File: src/rtl/tdec_pkg.sv
package tdec_pkg;

    typedef enum logic {
        OUT_COMB = 1'b0,
        OUT_REG  = 1'b1
    } out_mode_e;

    function automatic int scale_w(input int nbits);
        return (2 ** nbits) - 1;
    endfunction

    function automatic int half_w(input int in_w);
        return (in_w - 1) / 2;
    endfunction

    function automatic int mux_count(input int nbits);
        int acc;
        acc = 0;
        for (int i = 1; i < nbits; i++) begin
            acc += (2 ** (nbits - i)) - 1;
        end
        return acc;
    endfunction

endpackage

File: src/rtl/tdec_mux2.sv
module tdec_mux2 (
    input  logic sel_i,
    input  logic lo_i,
    input  logic hi_i,
    output logic y_o
);
    assign y_o = sel_i ? hi_i : lo_i;
endmodule

File: src/rtl/tdec_mux_col.sv
module tdec_mux_col
    import tdec_pkg::*;
#(
    parameter int IN_W = 15
) (
    input  logic [IN_W-1:0]          scale_i,
    output logic                     pick_o,
    output logic [half_w(IN_W)-1:0]  half_o
);
    localparam int HW = half_w(IN_W);

    // the middle tap decides which half survives
    assign pick_o = scale_i[HW];

    for (genvar g = 0; g < HW; g++) begin : g_mux
        tdec_mux2 u_mux (
            .sel_i (pick_o),
            .lo_i  (scale_i[g]),
            .hi_i  (scale_i[HW + 1 + g]),
            .y_o   (half_o[g])
        );
    end
endmodule

File: src/rtl/tdec_mux_tree.sv
module tdec_mux_tree
    import tdec_pkg::*;
#(
    parameter int N_BITS = 4
) (
    input  logic [scale_w(N_BITS)-1:0] therm_i,
    output logic [N_BITS-1:0]          raw_o
);
    localparam int COLS = N_BITS - 1;

    for (genvar j = 0; j < COLS; j++) begin : g_col
        localparam int IN_W  = scale_w(N_BITS - j);
        localparam int OUT_W = half_w(IN_W);

        logic [IN_W-1:0]  src;
        logic [OUT_W-1:0] dst;
        logic             pick;

        if (j == 0) begin : g_first
            assign src = therm_i;
        end else begin : g_next
            assign src = g_col[j-1].dst;
        end

        tdec_mux_col #(.IN_W(IN_W)) u_col (
            .scale_i (src),
            .pick_o  (pick),
            .half_o  (dst)
        );

        assign raw_o[N_BITS-1-j] = pick;
    end

    // the last column leaves a one-bit scale: that is the LSB
    assign raw_o[0] = g_col[COLS-1].dst[0];
endmodule

File: src/rtl/tdec_out_stage.sv
module tdec_out_stage
    import tdec_pkg::*;
#(
    parameter int        W    = 4,
    parameter out_mode_e MODE = OUT_REG
) (
    input  logic         clk,
    input  logic         rst,
    input  logic [W-1:0] d_i,
    output logic [W-1:0] q_o
);
    if (MODE == OUT_REG) begin : g_reg
        always_ff @(posedge clk) begin
            if (rst) q_o <= '0;
            else     q_o <= d_i;
        end
    end else begin : g_comb
        assign q_o = d_i;
    end
endmodule

File: src/rtl/therm2bin_mux_tree.sv
module therm2bin_mux_tree
    import tdec_pkg::*;
#(
    parameter int        N_BITS = 4,
    parameter out_mode_e MODE   = OUT_REG
) (
    input  logic                       clk,
    input  logic                       rst,
    input  logic [scale_w(N_BITS)-1:0] therm_i,
    output logic [N_BITS-1:0]          bin_o
);
    logic [N_BITS-1:0] raw_bin;

    tdec_mux_tree #(.N_BITS(N_BITS)) u_tree (
        .therm_i (therm_i),
        .raw_o   (raw_bin)
    );

    tdec_out_stage #(.W(N_BITS), .MODE(MODE)) u_out (
        .clk (clk),
        .rst (rst),
        .d_i (raw_bin),
        .q_o (bin_o)
    );
endmodule

File: config.mk
export PLATFORM = sky130hd
export DESIGN_NAME = therm2bin_mux_tree
export DESIGN_NICKNAME = d
export VERILOG_FILES = /design/src/rtl/tdec_pkg.sv /design/src/rtl/tdec_mux2.sv /design/src/rtl/tdec_mux_col.sv /design/src/rtl/tdec_mux_tree.sv /design/src/rtl/tdec_out_stage.sv /design/src/rtl/therm2bin_mux_tree.sv
export SDC_FILE = /design/constraint.sdc
export NUM_CORES = 1
export LEC_CHECK = 0
export CAP_MARGIN = 20
export CORE_AREA = 2 2 39 41
export CTS_CLUSTER_SIZE = 8
export DETAILED_ROUTE_END_ITERATION = 8
export DIE_AREA = 0 0 41 43
export PLACE_DENSITY = 0.61
export SYNTH_ARGS = -nofsm -noshare
export SYNTH_HDL_FRONTEND = slang
export SYNTH_SLANG_ARGS = --single-unit
File: constraint.sdc
create_clock -name clk -period 0.8 [get_ports clk]
set_input_delay 0.08 -clock clk [delete_from_list [all_inputs] [get_ports clk]]
set_output_delay 0.08 -clock clk [all_outputs]
set_load 0.05 [all_outputs]
==> results.json <==
{
  "die_width_um": 41,
  "final.setup.worst_slack_ps": 30.7,
  "initial_core_util_pct": 15.6,
  "syn_to_final_growth_pct": 142,
  "vdd_drop_max_v": 0.000355,
  "wl_um": 513,
  "synth_cell_types": 11,
  "top_register": "u_out.q_o",
  "antennaDiodeCount": 0,
  "antenna_found_initial": 0,
  "path_buf_inv": 1,
  "gr-total-overflow": 0,
  "yosysTopAreaCell": "dfxtp_1",
  "worst_slew_pin_slew_ps": 178,
  "cp_top_family": "flip-flops",
  "n_fill_cell": 148,
  "crit_type": "flop to primary output",
  "rows": 14,
  "portBuffers": 20,
  "hold_viol_final": 0,
  "cp.arrival_ps": 690,
  "ys_seq_elements": 4,
  "clockPowerShare_pct": 33.1,
  "yosysTopAreaCellShare_pct": 37.2,
  "drv_cap": 0,
  "yosysWarnings": 0,
  "ios": 21,
  "grt_max_degree": 6,
  "crit_fanout": 1,
  "leakage_nw": 0.260,
  "largest_reg_flops": 4,
  "die_y_um": 43,
  "drtIter0Drc": 0,
  "die_area_um2": 1760,
  "synth_cells": 21,
  "coreArea_um2": 1380,
  "cts.sinks": 4,
  "regArea_um2": 85.1,
  "dp.final_hpwl_um": 462,
  "power.density_nw_per_um2": 1400,
  "cts-root-buf": "clkbuf_4",
  "worstHoldPathCells": 4,
  "fin_crit_ps": 769,
  "cts_tree": "done",
  "clk_pin_slew_ps": 40,
  "cp_slowest_cell": "dfxtp_2",
  "viasPerCell": 3.92,
  "slew_headroom_pct": 87.8,
  "ant_nets": 0,
  "cts_made_buffers": 3,
  "min_path_type": "input port to flop",
  "grt_usage_pct": 7.64,
  "cts.path.max_buffers": 2,
  "cell_internal_pwr_mw": 0.538,
  "grt_pass1_vias": 237,
  "drive_gt1_share_pct": 45.7,
  "first_pass_iters": 1,
  "crit_path_end_kind": "primary output",
  "hold-path-endpoint": "u_out.q_o[2]",
  "grt_pass1_wl_um": 834,
  "ctsHtreeMaxLevel": 1,
  "finalSetupViolations": 0,
  "routed-via-count": 243,
  "synth.net_count": 38,
  "power.total_mw": 0.732,
  "fin_nets": 65,
  "maxSlewViolCount": 0,
  "hold_start": "therm_i[3]",
  "globalplace.congestion": 0.671,
  "wl_per_cell_um": 8.27,
  "multi_input_area_um2": 143,
  "cp_slowest_stage_delay_ps": 330,
  "p_sw_share_pct": 26.5,
  "pwr-share-seq_pct": 31.6,
  "syn_area_per_cell_um2": 10.2,
  "period_share_pct": 96.2,
  "p_sw_mw": 0.194,
  "worst_setup_path_start_kind": "flop",
  "post_cts_buffers": 0,
  "pre_cts_ws_ps": -594,
  "fmax_ghz": 1.30,
  "outcome": "finished clean",
  "drc": 0,
  "ys_seq_area_share_pct": 37.2,
  "required_ps": 720,
  "combPwrFrac_pct": 35.3,
  "syn_area_um2": 215,
  "synth.top_cells.by_area": "dfxtp_1 37%, mux2i_1 28%, nor2b_1 8.7%",
  "crit_chain": "buf_12",
  "grt_setup_unrepaired": "no",
  "top_regs": "u_out.q_o (4)"
}
-- worst max-delay path by stage --
stage                            start           end  slack, ps  cells past startpoint
after detailed placement    therm_i[3]  u_out.q_o[0]       -590                      5
after CTS                   therm_i[4]  u_out.q_o[0]          5                      4
final                     u_out.q_o[3]      bin_o[3]         30                      1
after floorplan             therm_i[7]  u_out.q_o[0]         20                      4
after global placement      therm_i[3]  u_out.q_o[0]       -600                      5
after global routing      u_out.q_o[3]      bin_o[3]         10                      1
-- what timing repair did --
| action | in CTS | in global routing |
|---|---|---|
| resized for setup | 28 | 7 |
| hold buffers | 0 | 0 |
| pin swaps | 4 | 3 |
| setup endpoints to repair | 7 | 1 |
-- kinds of logic (layout without fill, tap and decap cells) --
family | Yosys count | after routing | share of synthesized area (%)
AO/OA/AOI/OAI | 4 | 4 | 15.1
buffers and inverters | 1 | 26 | 2.32
flip-flops | 4 | 4 | 37.2
multiplexers | 7 | 7 | 33.1
AND/OR/NAND/NOR | 5 | 5 | 12.2
-- per-stage QoR --
| step | setup TNS (ps) | instance area [um2] | util, % | hold slack, ps | std cells |
|---|---|---|---|---|---|
| floorplan | 0 | 215 | - | 142 | 21 |
| global placement | -1560 | 493 | 35.6 | 527 | 59 |
| detailed placement | -1540 | 493 | 35.6 | 527 | 59 |
| CTS | 0 | 510 | 36.9 | 242 | 62 |
| global route | 0 | 522 | 37.7 | 255 | 62 |
| finish | 0 | 522 | 37.7 | 241 | 62 |
-- power by group through the flow --
stage,registers (mW),clock network (mW),logic (mW)
after floorplan,0.277,0,0.0555
after detailed placement,0.231,0,0.272
after CTS,0.231,0.257,0.261
after global routing,0.232,0.263,0.277
after global placement,0.231,0,0.271
final,0.231,0.242,0.259
-- layer usage --
metal	wire length [um]	vias up	GRT usage (%)
met2	287	16	11.3
met4	0	0	10.0
met5	0	-	0
met1	166	100	7.10
li1	-	127	-
met3	59	0	1.57
-- Yosys cell counts --
cell type  number
a211oi_1        1
buf_2           1
dfxtp_1         4
nor2_1          1
a211o_1         1
nand2_1         1
o211ai_1        1
mux2_2          1
nor2b_1         3
mux2i_1         6
a21oi_2         1
-- cells in the final DEF, fill, tap and decap left out, types with 3 or more instances in the layout --
cell type	netlist	final
mux2i_1	6	5
dlygate4sd2_1	0	5
buf_4	0	4
clkdlybuf4s15_1	0	4
buf_12	0	4
dfxtp_2	0	4
nor2b_1	3	3
clkbuf_4	0	3
dlymetal6s2s_1	0	3
-- area by class of cell --
type	count	area share [%]
repair buffers	23	48.2
flip-flops and latches	4	16.3
well taps	16	3.84
multi-input cells	16	27.3
clock buffers	3	4.32
No activity file was read; power rests on OpenSTA's default activity.
